<file path="src/rtl/tcc_pkg.sv">
`timescale 1ns/1ps
// Package: shared types and helpers for the timer capture channel.
// Assumes: the mode word layout below is the software-visible encoding.
package tcc_pkg;

    typedef enum logic [1:0] {
        EDGE_NONE = 2'b00,
        EDGE_RISE = 2'b01,
        EDGE_FALL = 2'b10,
        EDGE_BOTH = 2'b11
    } edge_sel_e;

    // Mode word, MSB first: bits [9:8] .. bit 0.
    typedef struct packed {
        edge_sel_e ext_edge;    // [9:8] external trigger edge
        logic      ext_sel;     // [7]   0 line A, 1 line B
        logic      ext_en;      // [6]   external trigger enable
        logic      rc_trig_en;  // [5]   RC compare restart enable
        edge_sel_e rb_edge;     // [4:3] RB load edge
        edge_sel_e ra_edge;     // [2:1] RA load edge
        logic      wave;        // [0]   1 = waveform mode (capture off)
    } mode_t;

    localparam int MODE_W  = $bits(mode_t);
    localparam int PRESC_W = 5;      // enough for the /32 setting

    // True when the detected edge matches the programmed selection.
    function automatic logic edge_match(edge_sel_e sel, logic rise, logic fall);
        return ((sel == EDGE_RISE) && rise) ||
               ((sel == EDGE_FALL) && fall) ||
               ((sel == EDGE_BOTH) && (rise || fall));
    endfunction

    // Prescaler shift for each clock select code: /1, /2, /8, /32.
    function automatic int div_shift(logic [1:0] sel);
        return (sel == 2'd0) ? 0 : (2 * int'(sel) - 1);
    endfunction

endpackage

</file>
<file path="src/rtl/tcc_sync_edge.sv">
`timescale 1ns/1ps
// Module: multi-bit synchroniser with edge detection.
// Each asynchronous input passes a STAGES-deep flop chain, and a final
// flop holds the previous synchronised level so rise and fall pulses last
// one system cycle. Assumes: inputs stay stable for at least one clock.
module tcc_sync_edge #(
    parameter int N_IN   = 2,
    parameter int STAGES = 2
) (
    input  logic            clk,
    input  logic            rst_n,
    input  logic [N_IN-1:0] din,
    output logic [N_IN-1:0] rise,
    output logic [N_IN-1:0] fall
);

    for (genvar g = 0; g < N_IN; g++) begin : g_line
        logic [STAGES-1:0] chain_q;
        logic              prev_q;

        // Shift the raw input through the synchroniser chain.
        always_ff @(posedge clk) begin
            if (!rst_n) chain_q <= '0;
            else        chain_q <= {chain_q[STAGES-2:0], din[g]};
        end

        // Remember the last synchronised level for edge detection.
        always_ff @(posedge clk) begin
            if (!rst_n) prev_q <= 1'b0;
            else        prev_q <= chain_q[STAGES-1];
        end

        // Single-cycle edge pulses.
        always_comb begin
            rise[g] =  chain_q[STAGES-1] & ~prev_q;
            fall[g] = ~chain_q[STAGES-1] &  prev_q;
        end
    end

endmodule

</file>
<file path="src/rtl/tcc_tick_gen.sv">
`timescale 1ns/1ps
// Module: counting clock enable generator.
// A free-running prescaler runs from reset. The tick is high whenever the
// low bits chosen by clk_sel are all ones. Assumes: clk_sel may change at
// any time, and the phase after a change is not defined.
module tcc_tick_gen
    import tcc_pkg::*;
(
    input  logic       clk,
    input  logic       rst_n,
    input  logic [1:0] clk_sel,
    output logic       tick
);

    logic [PRESC_W-1:0] presc_q;
    logic [PRESC_W-1:0] mask;

    // Free-running prescaler.
    always_ff @(posedge clk) begin
        if (!rst_n) presc_q <= '0;
        else        presc_q <= presc_q + 1'b1;
    end

    // Mask from the select code, then the tick compare.
    always_comb begin
        mask = PRESC_W'((1 << div_shift(clk_sel)) - 1);
        tick = ((presc_q & mask) == mask);
    end

    AST_FULL_RATE_TICK: assert property (@(posedge clk) disable iff (!rst_n)
        (clk_sel == 2'd0) |-> tick);

endmodule

</file>
<file path="src/rtl/tcc_count_core.sv">
`timescale 1ns/1ps
// Module: counter, trigger pending latch, run flag and overflow flag.
// A trigger request is held until the next tick and then zeroes the counter
// and sets the run flag. While running, each tick increments the counter,
// reloads zero on an RC match (if enabled) or wraps at the maximum.
// Assumes: trig_req is a single-cycle or level request in the clk domain.
module tcc_count_core #(
    parameter int CNT_W = 16
) (
    input  logic             clk,
    input  logic             rst_n,
    input  logic             tick,
    input  logic             trig_req,
    input  logic             rc_en,
    input  logic [CNT_W-1:0] rc_val,
    input  logic             stat_rd,
    output logic [CNT_W-1:0] cnt,
    output logic             running,
    output logic             ovf,
    output logic             restart
);

    localparam logic [CNT_W-1:0] CNT_MAX = '1;

    logic             pend_q;
    logic             run_q;
    logic             ovf_q;
    logic [CNT_W-1:0] cnt_q;
    logic             take;
    logic             rc_hit;
    logic             wrap;

    // Decode this cycle's counter action.
    always_comb begin
        take    = tick & (pend_q | trig_req);
        rc_hit  = run_q & rc_en & (cnt_q == rc_val);
        wrap    = tick & run_q & ~take & ~rc_hit & (cnt_q == CNT_MAX);
        restart = take | (tick & rc_hit);
    end

    // Hold a trigger request until a tick consumes it.
    always_ff @(posedge clk) begin
        if (!rst_n) pend_q <= 1'b0;
        else        pend_q <= (pend_q | trig_req) & ~tick;
    end

    // The run flag is set by the first applied trigger.
    always_ff @(posedge clk) begin
        if (!rst_n)    run_q <= 1'b0;
        else if (take) run_q <= 1'b1;
    end

    // Counter update on ticks only.
    always_ff @(posedge clk) begin
        if (!rst_n) begin
            cnt_q <= '0;
        end else if (take) begin
            cnt_q <= '0;
        end else if (tick && run_q) begin
            if (rc_hit || (cnt_q == CNT_MAX)) cnt_q <= '0;
            else                              cnt_q <= cnt_q + 1'b1;
        end
    end

    // Sticky overflow; a new wrap wins over a clearing read.
    always_ff @(posedge clk) begin
        if (!rst_n)       ovf_q <= 1'b0;
        else if (wrap)    ovf_q <= 1'b1;
        else if (stat_rd) ovf_q <= 1'b0;
    end

    assign cnt     = cnt_q;
    assign running = run_q;
    assign ovf     = ovf_q;

    AST_STOPPED_HOLDS: assert property (@(posedge clk) disable iff (!rst_n)
        (!run_q && !take) |=> $stable(cnt_q));
    AST_TRIG_ZEROES: assert property (@(posedge clk) disable iff (!rst_n)
        take |=> (cnt_q == '0) && run_q);
    AST_HOLD_OFF_TICK: assert property (@(posedge clk) disable iff (!rst_n)
        !tick |=> $stable(cnt_q));
    AST_RC_RELOAD: assert property (@(posedge clk) disable iff (!rst_n)
        (tick && rc_hit) |=> (cnt_q == '0));
    AST_OVF_STICKY: assert property (@(posedge clk) disable iff (!rst_n)
        (ovf_q && !stat_rd) |=> ovf_q);

endmodule

</file>
<file path="src/rtl/tcc_capture.sv">
`timescale 1ns/1ps
// Module: RA and RB capture registers with the RA-before-RB gate.
// RA loads the count on its selected edge of line A. RB loads on its edge
// only after RA has loaded since the last restart. Assumes: rise/fall are
// single-cycle pulses and en is low in waveform mode.
module tcc_capture
    import tcc_pkg::*;
#(
    parameter int CNT_W = 16
) (
    input  logic             clk,
    input  logic             rst_n,
    input  logic             en,
    input  logic             a_rise,
    input  logic             a_fall,
    input  edge_sel_e        ra_edge,
    input  edge_sel_e        rb_edge,
    input  logic [CNT_W-1:0] cnt,
    input  logic             restart,
    output logic [CNT_W-1:0] ra,
    output logic [CNT_W-1:0] rb,
    output logic             ra_armed
);

    logic [CNT_W-1:0] ra_q;
    logic [CNT_W-1:0] rb_q;
    logic             armed_q;
    logic             ra_load;
    logic             rb_load;

    // Load decisions for this cycle.
    always_comb begin
        ra_load = en & edge_match(ra_edge, a_rise, a_fall);
        rb_load = en & armed_q & edge_match(rb_edge, a_rise, a_fall);
    end

    // Capture register A.
    always_ff @(posedge clk) begin
        if (!rst_n)       ra_q <= '0;
        else if (ra_load) ra_q <= cnt;
    end

    // Capture register B.
    always_ff @(posedge clk) begin
        if (!rst_n)       rb_q <= '0;
        else if (rb_load) rb_q <= cnt;
    end

    // Armed flag: set by an RA load, cleared by any restart (restart wins).
    always_ff @(posedge clk) begin
        if (!rst_n)       armed_q <= 1'b0;
        else if (restart) armed_q <= 1'b0;
        else if (ra_load) armed_q <= 1'b1;
    end

    assign ra       = ra_q;
    assign rb       = rb_q;
    assign ra_armed = armed_q;

    AST_RB_GATED: assert property (@(posedge clk) disable iff (!rst_n)
        !armed_q |=> $stable(rb_q));

endmodule

</file>
<file path="src/rtl/tc_capture_chan.sv">
`timescale 1ns/1ps
// Module: timer channel in capture mode (top).
// Holds the mode word and RC value, merges the trigger sources, builds
// line A from pin and event, and wires the tick generator, synchroniser,
// counter core and capture registers. Assumes: sw_trig and sync_trig are
// synchronous to clk, and the pins are asynchronous.
module tc_capture_chan
    import tcc_pkg::*;
#(
    parameter int CNT_W  = 16,
    parameter int STAGES = 2
) (
    input  logic              clk,
    input  logic              rst_n,
    input  logic [1:0]        clk_sel,
    input  logic              pin_a,
    input  logic              evt_a,
    input  logic              pin_b,
    input  logic              sw_trig,
    input  logic              sync_trig,
    input  logic              mode_wr,
    input  logic [MODE_W-1:0] mode_wdata,
    input  logic              rc_wr,
    input  logic [CNT_W-1:0]  rc_wdata,
    input  logic              stat_rd,
    output logic [CNT_W-1:0]  cnt_o,
    output logic [CNT_W-1:0]  ra_o,
    output logic [CNT_W-1:0]  rb_o,
    output logic [2:0]        status_o
);

    localparam int LINE_A = 0;
    localparam int LINE_B = 1;

    mode_t            mode_q;
    logic [CNT_W-1:0] rc_q;
    logic [1:0]       line_raw;
    logic [1:0]       rise;
    logic [1:0]       fall;
    logic             tick;
    logic             ext_hit;
    logic             trig_req;
    logic             restart;
    logic             running;
    logic             ovf;
    logic             armed;

    // Mode word register.
    always_ff @(posedge clk) begin
        if (!rst_n)       mode_q <= '0;
        else if (mode_wr) mode_q <= mode_t'(mode_wdata);
    end

    // RC compare value register.
    always_ff @(posedge clk) begin
        if (!rst_n)     rc_q <= '0;
        else if (rc_wr) rc_q <= rc_wdata;
    end

    // Line A merges pin and event before synchronisation.
    always_comb begin
        line_raw[LINE_A] = pin_a | evt_a;
        line_raw[LINE_B] = pin_b;
    end

    // External trigger decode and trigger source merge.
    always_comb begin
        ext_hit  = ~mode_q.wave & mode_q.ext_en &
                   edge_match(mode_q.ext_edge,
                              mode_q.ext_sel ? rise[LINE_B] : rise[LINE_A],
                              mode_q.ext_sel ? fall[LINE_B] : fall[LINE_A]);
        trig_req = sw_trig | sync_trig | ext_hit;
    end

    tcc_sync_edge #(
        .N_IN   (2),
        .STAGES (STAGES)
    ) i_sync (
        .clk   (clk),
        .rst_n (rst_n),
        .din   (line_raw),
        .rise  (rise),
        .fall  (fall)
    );

    tcc_tick_gen i_tick (
        .clk     (clk),
        .rst_n   (rst_n),
        .clk_sel (clk_sel),
        .tick    (tick)
    );

    tcc_count_core #(
        .CNT_W (CNT_W)
    ) i_core (
        .clk      (clk),
        .rst_n    (rst_n),
        .tick     (tick),
        .trig_req (trig_req),
        .rc_en    (mode_q.rc_trig_en),
        .rc_val   (rc_q),
        .stat_rd  (stat_rd),
        .cnt      (cnt_o),
        .running  (running),
        .ovf      (ovf),
        .restart  (restart)
    );

    tcc_capture #(
        .CNT_W (CNT_W)
    ) i_capt (
        .clk      (clk),
        .rst_n    (rst_n),
        .en       (~mode_q.wave),
        .a_rise   (rise[LINE_A]),
        .a_fall   (fall[LINE_A]),
        .ra_edge  (mode_q.ra_edge),
        .rb_edge  (mode_q.rb_edge),
        .cnt      (cnt_o),
        .restart  (restart),
        .ra       (ra_o),
        .rb       (rb_o),
        .ra_armed (armed)
    );

    assign status_o = {armed, running, ovf};

    AST_WAVE_NO_CAPTURE: assert property (@(posedge clk) disable iff (!rst_n)
        mode_q.wave |=> ($stable(ra_o) && $stable(rb_o)));

endmodule

</file>
<file path="config.mk">
export PLATFORM = sky130hd
export DESIGN_NAME = tc_capture_chan
export DESIGN_NICKNAME = d
export VERILOG_FILES = /design/src/rtl/tcc_pkg.sv /design/src/rtl/tcc_sync_edge.sv /design/src/rtl/tcc_tick_gen.sv /design/src/rtl/tcc_count_core.sv /design/src/rtl/tcc_capture.sv /design/src/rtl/tc_capture_chan.sv
export SDC_FILE = /design/constraint.sdc
export NUM_CORES = 1
export LEC_CHECK = 0
export ABC_AREA = 0
export BUFFER_PORTS_ARGS = -buffer_cell sky130_fd_sc_hd__buf_2
export CAP_MARGIN = 20
export CELL_PAD_IN_SITES_DETAIL_PLACEMENT = 1
export CELL_PAD_IN_SITES_GLOBAL_PLACEMENT = 1
export CORE_ASPECT_RATIO = 1.75
export CORE_MARGIN = 2
export CORE_UTILIZATION = 37
export DETAILED_ROUTE_END_ITERATION = 6
export PLACE_DENSITY_LB_ADDON = 0.1
export SKIP_LAST_GASP = 1
export SYNTH_ARGS = -nofsm -noshare
export SYNTH_HDL_FRONTEND = slang
export SYNTH_HIERARCHICAL = 1
export SYNTH_SLANG_ARGS = --single-unit
</file>
<file path="constraint.sdc">
create_clock -name clk -period 2.5 [get_ports clk]
set_input_delay 0.25 -clock clk [delete_from_list [all_inputs] [get_ports clk]]
set_output_delay 0.25 -clock clk [all_outputs]
set_load 0.05 [all_outputs]
</file>
==> reports/metrics.yaml, run 1 <==
status:
  status: "finished clean"
routing:
  drt-pass1-iter-count: 3
  viasPerCell: 4.90
  num_vias: 2969
  drt-initial-drc-count: 73
  wl_per_cell_um: 15.5
  antenna_left: 0
  routed_wl_mm: 9.38
  drc: 0
cts:
  cts_max_level: 3
  clkTransAtPathRegs_ns: 0.06
  cts_buffer_depth: 2
  cts_tree: "done"
  cts_hold_buf: 0
  post_cts_buffers: 0
  clk_latency_ns: 0.34
  clock-root-buffer: "clkbuf_16"
  cts_buffers: 9
  clkSinkCount: 89
  post_cts_resized: 0
synthesis:
  ys_ff_latch: 89
  syn_inst: 382
  yosysWarnings: 6
  synth_ff_type: "dfxtp_1"
  synth.distinct_cells: 46
  syn_avg_cell_area_um2: 10.2
  syn_area_mm2: 0.00391
  synth-edff-count: 0
  synth_nets: 423
  yosysSeqAreaShare_pct: 45.5
  synth-async-reset-ratio_pct: 0
timing:
  tns_ns: 0
  holdWs_ns: 0.120
  maxSlewViolCount: 0
  fin_ws_ns: 0.442
  finalCriticalPeriod_ns: 2.06
  max-slew-margin-rel_pct: 62.9
  worst_pin_slew_ns: 0.557
  setup_violations: 0
  finalCritPeriodShare_pct: 82.3
  rsz0062_at_grt: "no"
  max_freq_mhz: 486
  finalHoldViolations: 0
  skew_ns: 0.00530
worst_hold_path:
  worst_hold_startpoint: "pin_b"
  hold_path_class: "primary input to flip-flop"
  hold_path_depth: 2
  whs_endpoint: "i_sync/g_line[1].chain_q[0]"
grt:
  antenna_found_initial: 0
  grt_overflow: 0
  grt_pass1_wl_mm: 15.1
  grt_max_degree: 39
  first_global_vias: 3083
  track_usage_pct: 17.2
setup_path:
  crit_slowest_cell: "a2111oi_4"
  endpoint_kind: "flip-flop"
  worst-path-max-fanout: 15
  path_delay_family: "compound AO/OA/AOI/OAI gates"
  startpoint: "clk_sel[1]"
  path_class: "primary input to flip-flop"
  r2r-end: "i_core/cnt[1]"
  crit_path_start_kind: "primary input"
  critical_path.max_stage_delay_ns: 0.33
  crit_buf_inv: 1
  crit_arrival_ns: 2.27
  worstReg2RegStart: "i_sync/g_line[0].prev_q"
  critical_path_required_ns: 2.71
  path_cells: "buf_2, or2_2, ha_1, nor2b_1, a2111oi_4, nand3_1, nor3_4, a41o_1, a31o_4, a21oi_1"
  reg2reg_slack_ns: 0.45
  rr_worst_depth: 8
final_layout:
  stdcell_area_mm2: 0.00482
  n_fill_cell: 1230
  area_delta_synth_final_pct: 23.2
  nets: 515
  seq_area_mm2: 0.00178
  antenna_cells: 0
  multi_input_area_mm2: 0.00197
  drive_gt1_share_pct: 28.4
  fin_cells: 606
pwr:
  max-vdd-ir-drop_mv: 0.503
  leakage_nw: 2.20
  power_density_mw_per_mm2: 712
placed_design:
  place.gp.congestion: 0.806
  place_area_mm2: 0.00443
  portBuffers: 88
  dp_slack_ns: 0.0614
  hpwl_mm: 7.21
  numPlacedInstances: 590
floorplanning:
  die_h_um: 140
  rows: 49
  io_pins: 89
  dieArea_mm2: 0.0114
  fp.dieW_um: 81.7
  coreArea_mm2: 0.0103
  initial_core_util_pct: 38.0
run:
  maxCapViolCount: 0
## cells in the final DEF (no fill, tap or decap), drive strengths merged
master / instances
or2: 2
nor2: 20
nor3: 4
clkbuf: 11
dfxtp: 89
a21oi: 3
buf: 97
nand2b: 3
and3b: 1
nand2: 67
a211o: 1
a2111oi: 1
o21ai: 1
nor3b: 2
xnor2: 19
and4: 2
a21boi: 2
mux2i: 62
and3: 3
a21o: 1
ha: 3
nand4: 6
a41o: 1
a31o: 1
and2: 11
nand3b: 2
a22o: 1
nand3: 8
o21ba: 1
o221ai: 1
xor2: 12
nor2b: 32
bufinv: 5
inv: 3
a22oi: 1
## layer usage
| layer | track usage [%] | vias to the layer above | part of all wire, % |
|---|---|---|---|
| met2 | 31.9 | 63 | 55 |
| li1 | - | 1456 | - |
| met3 | 3.61 | 14 | 3.9 |
| met5 | 0 | - | 0 |
| met4 | 7.02 | 0 | 2.4 |
| met1 | 18.2 | 1436 | 38 |
## cells in the mapped netlist (4+ instances only)
| cell | n | share of area, % |
|---|---|---|
| xnor2_1 | 19 | 4.3 |
| clkbuf_1 | 5 | 0.48 |
| buf_12 | 4 | 2.0 |
| and2_1 | 10 | 1.6 |
| nor2b_1 | 32 | 5.1 |
| nand3_1 | 7 | 0.90 |
| mux2i_1 | 62 | 16 |
| nand4_1 | 6 | 0.96 |
| buf_4 | 4 | 0.77 |
| dfxtp_1 | 89 | 46 |
| nor2_2 | 10 | 1.6 |
| xor2_1 | 12 | 2.7 |
| nor2_1 | 9 | 0.86 |
| nand2_1 | 65 | 6.2 |
## stage by stage
step / util [%] / power [W]
floorplan: - / 0.00166
detailed placement: 43.0 / 0.00173
global placement: 43.0 / 0.00172
global route: 46.8 / 0.00356
CTS: 46.8 / 0.00349
finish: 46.8 / 0.00343
## flip-flops by register name (all words and copies together) (netlist names), 2 cells and up
register and flops:
i_capt/ra 16, i_sync/g_line.chain_q 4, i_capt/rb 16, mode_q 10, i_tick/presc_q 5, i_sync/g_line.prev_q 2
i_core/cnt 16, rc_q 16
## cell families after synthesis
logic type,synth area share (%)
AO/OA/AOI/OAI,4.19
XOR/XNOR,6.94
adder cells (fa/ha/maj),0.959
buffers and inverters,4.12
flip-flops,45.5
multiplexers,15.9
AND/OR/NAND/NOR,22.4
## area by class of cell
| type | instances | share of cell area, % |
|---|---|---|
| multi-input cells | 274 | 40.9 |
| flip-flops and latches | 89 | 36.9 |
| repair buffers | 97 | 10.5 |
| clock buffers | 11 | 5.03 |
| well taps | 127 | 3.29 |
| clock inverters | 5 | 3.11 |
| inverters | 3 | 0.233 |
## power breakdown
group	internal [W]	leakage, nW	switching (W)
sequential	0.00146	0.724	0.0000276
combinational	0.0000965	1.29	0.000109
clock	0.00121	0.190	0.000540
total	0.00276	2.20	0.000677
## worst max-delay path by stage
stage | endpoint | depth (start not counted)
6_report | i_core/cnt[1] | 10
2_1_floorplan | i_core/cnt[6] | 10
3_3_place_gp | i_core/cnt[2] | 10
3_5_place_dp | i_core/cnt[2] | 10
5_1_grt | i_core/cnt[4] | 8
4_1_cts | i_core/cnt[1] | 8
No activity file was read; power rests on OpenSTA's default activity.
==> run 2: changes to the inputs <==
Settings changed: CORE_UTILIZATION 37 to 41.
Clock period 2.5 ns to 1.9 ns, I/O delays scaled along.
==> run 2 against run 1 <==
Sequential share of layout area shrank 0.83 points. Non-clock buffer count up 24. Final area rose by 2.5%. Die area decreased by 9.4%. Count of clock-buffer cells in the layout unchanged. Via count increased by 1.8%.
==> reports/metrics.yaml, run 2 (synthesis results as in run 1) <==
setup_path:
  crit_cells: 10
  crit_buf_inv: 1
  path_cells: "buf_2, or2_4, ha_4, nor2_2, a2111oi_4, nand3_2, nor3_4, a41o_1, a31o_4, nor2_1"
  crit_arrival_ns: 2.07
  path_delay_family: "compound AO/OA/AOI/OAI gates"
  endpoint_kind: "flip-flop"
  worst-path-max-fanout: 8
  crit_path_start_kind: "primary input"
  critical_path_required_ns: 2.12
  path_class: "primary input to flip-flop"
  startpoint: "clk_sel[1]"
  rr_worst_depth: 7
  crit_slowest_cell: "a2111oi_4"
  worstReg2RegStart: "i_tick/presc_q[0]"
  r2r-end: "i_core/cnt[3]"
  reg2reg_slack_ns: 0.05
  critical_path.max_stage_delay_ns: 0.31
pwr:
  swShare_pct: 23.1
  clkPwrFrac_pct: 41.8
  leakage_nw: 2.28
  p_int_w: 0.00298
  power_density_mw_per_mm2: 784
  share_comb_of_total_power_pct: 7.8
  seq_power_share_pct: 50.4
  max-vdd-ir-drop_mv: 0.687
  switchingPower_w: 0.000897
cts:
  clock-root-buffer: "clkbuf_16"
  cts_max_level: 3
  clkTransAtPathRegs_ns: 0.06
  cts_tree: "done"
  clk_latency_ns: 0.33
  cts_buffer_depth: 2
  cts_buffers: 9
  clkSinkCount: 89
timing:
  finalCriticalPeriod_ns: 1.85
  tns_ns: 0
  skew_ns: 0.00741
  setup_violations: 0
  worst_pin_slew_ns: 0.563
  max_freq_mhz: 540
  finalHoldViolations: 0
  maxSlewViolCount: 0
  finalCritPeriodShare_pct: 97.4
  max-slew-margin-rel_pct: 62.5
  rsz0062_at_grt: "yes"
placed_design:
  portBuffers: 88
  hpwl_mm: 7.35
  numPlacedInstances: 607
  place.gp.congestion: 0.788
worst_hold_path:
  hold_path_depth: 2
  whs_endpoint: "i_sync/g_line[1].chain_q[0]"
  worst_hold_startpoint: "pin_b"
  hold_path_class: "primary input to flip-flop"
grt:
  grt_pass1_wl_mm: 15.8
  first_global_vias: 3260
  grt_overflow: 0
  track_usage_pct: 19.5
  grt_max_degree: 48
  antenna_found_initial: 0
floorplanning:
  rows: 47
  initial_core_util_pct: 41.9
  die_h_um: 133
  coreArea_mm2: 0.00935
  dieArea_mm2: 0.0104
  io_pins: 89
  fp.dieW_um: 77.9
status:
  status: "finished clean"
final_layout:
  fin_cells: 626
  layout_commonest_cell: "buf_2"
  postLayoutCoreUtil_pct: 52.9
  area_delta_synth_final_pct: 26.3
  antenna_cells: 0
  layout_common_cells: "buf_2 (88), dfxtp_1 (86), nand2_1 (64), mux2i_1 (62), buf_4 (33)"
  drive_gt1_share_pct: 34.3
  nets: 540
routing:
  drc: 0
  antenna_left: 0
  num_vias: 3022
  routed_wl_mm: 9.72
  wl_per_cell_um: 15.5
  drt-pass1-iter-count: 4
  drt-initial-drc-count: 79
  viasPerCell: 4.83
run:
  maxCapViolCount: 0
[run 2: worst max path at each step]
stage | end | slack (ns)
final | i_core/cnt[3] | 0.05
after global routing | i_core/cnt[3] | -0.08
after CTS | i_core/ovf | 0.0008
after detailed placement | i_core/cnt[3] | -0.42
after global placement | i_core/cnt[3] | -0.36
after floorplan | i_core/cnt[6] | -0.40
[run 2: cell type report]
| type | instances | area [um2] |
|---|---|---|
| Clock inverter | 5 | 31.3 |
| Multi-Input combinational cell | 275 | 2030 |
| Timing Repair Buffer | 121 | 688 |
| Inverter | 3 | 11.3 |
| Clock buffer | 11 | 243 |
| Fill cell | 1113 | 4410 |
| Tap cell | 122 | 153 |
| Sequential cell | 89 | 1790 |
[run 2: metrics by stage]
step	hold WS [ns]	total power, W	instance area [um2]	worst slack (ns)
floorplan	0.312	0.00219	3940	-0.398
global placement	0.397	0.00228	4610	-0.359
detailed placement	0.403	0.00229	4610	-0.420
CTS	0.0535	0.00394	4910	0.000784
global route	0.0723	0.00404	4940	-0.0802
finish	0.0649	0.00388	4940	0.0498
[run 2: worst register-to-register path, cell delays in order, from the launching register on]
cell and delay (ns):
dfxtp_2 0.33, o21ba_4 0.15, a2111oi_4 0.35, nand3_2 0.17
nor3_4 0.18, a41o_1 0.29, a31o_4 0.20, nor2_1 0.07
[run 2: power by group through the flow]
stage / clock network (W) / registers (W) / logic, W
2_1_floorplan: 0 / 0.00198 / 0.000210
3_3_place_gp: 0 / 0.00199 / 0.000285
3_5_place_dp: 0 / 0.00199 / 0.000295
4_1_cts: 0.00168 / 0.00195 / 0.000305
5_1_grt: 0.00175 / 0.00196 / 0.000336
6_report: 0.00162 / 0.00195 / 0.000304
[run 2: what timing repair did]
action	CTS	global route
hold buffers	0	0
buffers inserted	1	1
gates resized for setup	2	10
gates cloned	1	0
endpoints found under the setup margin	15	17
pin swaps	4	7
[run 2: metal layers]
layer	wire length [um]	track usage (%)	vias up
met3	344	3.93	8
li1	-	-	1501
met4	122	5.95	0
met5	0	0	-
met2	5400	37.9	58
met1	3850	20.5	1455
==> run 3: changes to the inputs <==
Settings changed: RECOVER_POWER from default to 100, SKIP_LAST_GASP 1 to default.
==> run 3 against run 2 <==
Final area decreased by 2.2%. Worst hold slack worse by 0.00076 ns. Die area stayed put. Register-to-register slack about the same. Highest routed layer unchanged. Largest power group unchanged. Critical path depth did not move. Global-route usage did not move. Non-clock buffer count is the same. Count of clock-buffer cells in the layout unchanged. Sequential share of layout area increased by 0.82 points. First-iteration DRC count shrank 6.3%. Total power down 0.22%. Worst setup slack worse by 0.0059 ns.
==> reports/metrics.yaml, run 3 (synthesis results as in run 1) <==
status:
  status: "finished clean"
pwr:
  leakage_nw: 1.98
  max-vdd-ir-drop_mv: 0.687
  swShare_pct: 23.1
  share_comb_of_total_power_pct: 7.7
  clkPwrFrac_pct: 41.9
  power_density_mw_per_mm2: 800
  seq_power_share_pct: 50.5
  power_w: 0.00387
  switchingPower_w: 0.000893
  p_int_w: 0.00298
routing:
  wl_met2_mm: 5.41
  num_vias: 3015
  wl_met3_um: 351
  viasPerCell: 4.82
  drt-initial-drc-count: 74
  wl_per_cell_um: 15.6
  highest_layer: "met4"
  m1WireLength_mm: 3.91
  routed_wl_mm: 9.79
  drt-pass1-iter-count: 4
  antenna_left: 0
  drc: 0
floorplanning:
  coreArea_mm2: 0.00935
  fp.dieW_um: 77.9
  io_pins: 89
  dieArea_mm2: 0.0104
  die_h_um: 133
  rows: 47
  initial_core_util_pct: 41.9
grt:
  antenna_found_initial: 0
  grt_overflow: 0
  grt_pass1_wl_mm: 15.8
  track_usage_pct: 19.5
  first_global_vias: 3260
  grt_max_degree: 48
setup_path:
  crit_buf_inv: 1
  crit_slowest_cell: "a2111oi_4"
  worst-path-max-fanout: 7
  crit_arrival_ns: 2.08
  path_class: "primary input to flip-flop"
  critical_path.max_stage_delay_ns: 0.31
  endpoint_kind: "flip-flop"
  path_cells: "buf_2, or2_4, ha_4, nor2_2, a2111oi_4, nand3_2, nor3_4, a41o_1, a31o_4, nor2_2"
  cpMostUsedCell: "nor2_2"
  crit_path_start_kind: "primary input"
  critical_path_required_ns: 2.13
  path_delay_family: "compound AO/OA/AOI/OAI gates"
timing:
  worst_pin_slew_ns: 0.872
  finalHoldViolations: 0
  finalCriticalPeriod_ns: 1.86
  skew_ns: 0.00646
  max-slew-margin-rel_pct: 41.8
  setup_violations: 0
  maxSlewViolCount: 0
  holdWs_ns: 0.0642
  rsz0062_at_grt: "yes"
  finalCritPeriodShare_pct: 97.7
  max_freq_mhz: 539
  fin_ws_ns: 0.0439
cts:
  cts_buffer_depth: 2
  cts_hold_buf: 0
  clock-root-buffer: "clkbuf_16"
  clkSinkCount: 89
  clkTransAtPathRegs_ns: 0.06
  cts_buffers: 9
  cts_max_level: 3
  cts_tree: "done"
  clk_latency_ns: 0.33
final_layout:
  layout_commonest_cell: "dfxtp_1"
  drive_gt1_share_pct: 23.4
  nets: 540
  area_delta_synth_final_pct: 23.5
  antenna_cells: 0
  layout_common_cells: "dfxtp_1 (86), nand2_1 (64), mux2i_1 (62), clkbuf_1 (54), buf_2 (36)"
  multi_input_area_mm2: 0.00200
  seq_area_mm2: 0.00179
  n_fill_cell: 1140
run:
  maxCapViolCount: 0
placed_design:
  place.gp.congestion: 0.788
  dp_slack_ns: -0.420
  portBuffers: 88
  hpwl_mm: 7.35
worst_hold_path:
  hold_path_class: "primary input to flip-flop"
-- run 3: area by class of cell --
class / count / area share, %
well taps: 122 / 3.16
repair buffers: 121 / 12.7
clock buffers: 11 / 5.02
multi-input cells: 275 / 41.3
inverters: 3 / 0.233
flip-flops and latches: 89 / 36.9
clock inverters: 5 / 0.647
-- run 3: final timing paths --
path                               startpoint                          end  slack [ns]  depth (start not counted)
setup reg to reg            i_tick/presc_q[0]               i_core/cnt[11]        0.05                          7
hold / removal                          pin_b  i_sync/g_line[1].chain_q[0]        0.06                          2
setup / recovery                   clk_sel[1]               i_core/cnt[11]        0.04                         10
hold reg to reg   i_sync/g_line[1].chain_q[0]  i_sync/g_line[1].chain_q[1]        0.43                          1
-- run 3: repair_timing --
item	4_1_cts	5_1_grt
gates cloned	1	0
pin swaps	4	7
gates resized for setup	2	10
endpoints found under the setup margin	15	17
setup buffers	1	1
-- run 3: worst reg2reg max path, cell delays in order, from the launching register on --
cell,delay [ns]
dfxtp_2,0.33
o21ba_4,0.15
a2111oi_4,0.35
nand3_2,0.17
nor3_4,0.18
a41o_1,0.29
a31o_4,0.22
nor2_2,0.06
-- run 3: layer usage --
metal  GRT usage [%]  up-vias
li1                -     1505
met1            20.5     1443
met2            37.9       58
met3            3.93        9
met4            5.95        0
met5               0        -
-- run 3: through the flow --
step	area [um2]	instances	setup TNS [ns]	utilization, %
final	4830	626	0	51.7
after detailed placement	4610	607	-6.49	49.3
after floorplan	3940	382	-5.60	-
after CTS	4910	625	0	52.5
after global routing	4830	626	-0.954	51.7
after global placement	4610	607	-5.54	49.3
-- run 3: power by group through the flow --
| stage | clock [W] | combinational, W | sequential [W] |
|---|---|---|---|
| floorplan | 0 | 0.000210 | 0.00198 |
| global placement | 0 | 0.000285 | 0.00199 |
| detailed placement | 0 | 0.000295 | 0.00199 |
| CTS | 0.00168 | 0.000305 | 0.00195 |
| global route | 0.00175 | 0.000329 | 0.00196 |
| finish | 0.00162 | 0.000297 | 0.00195 |
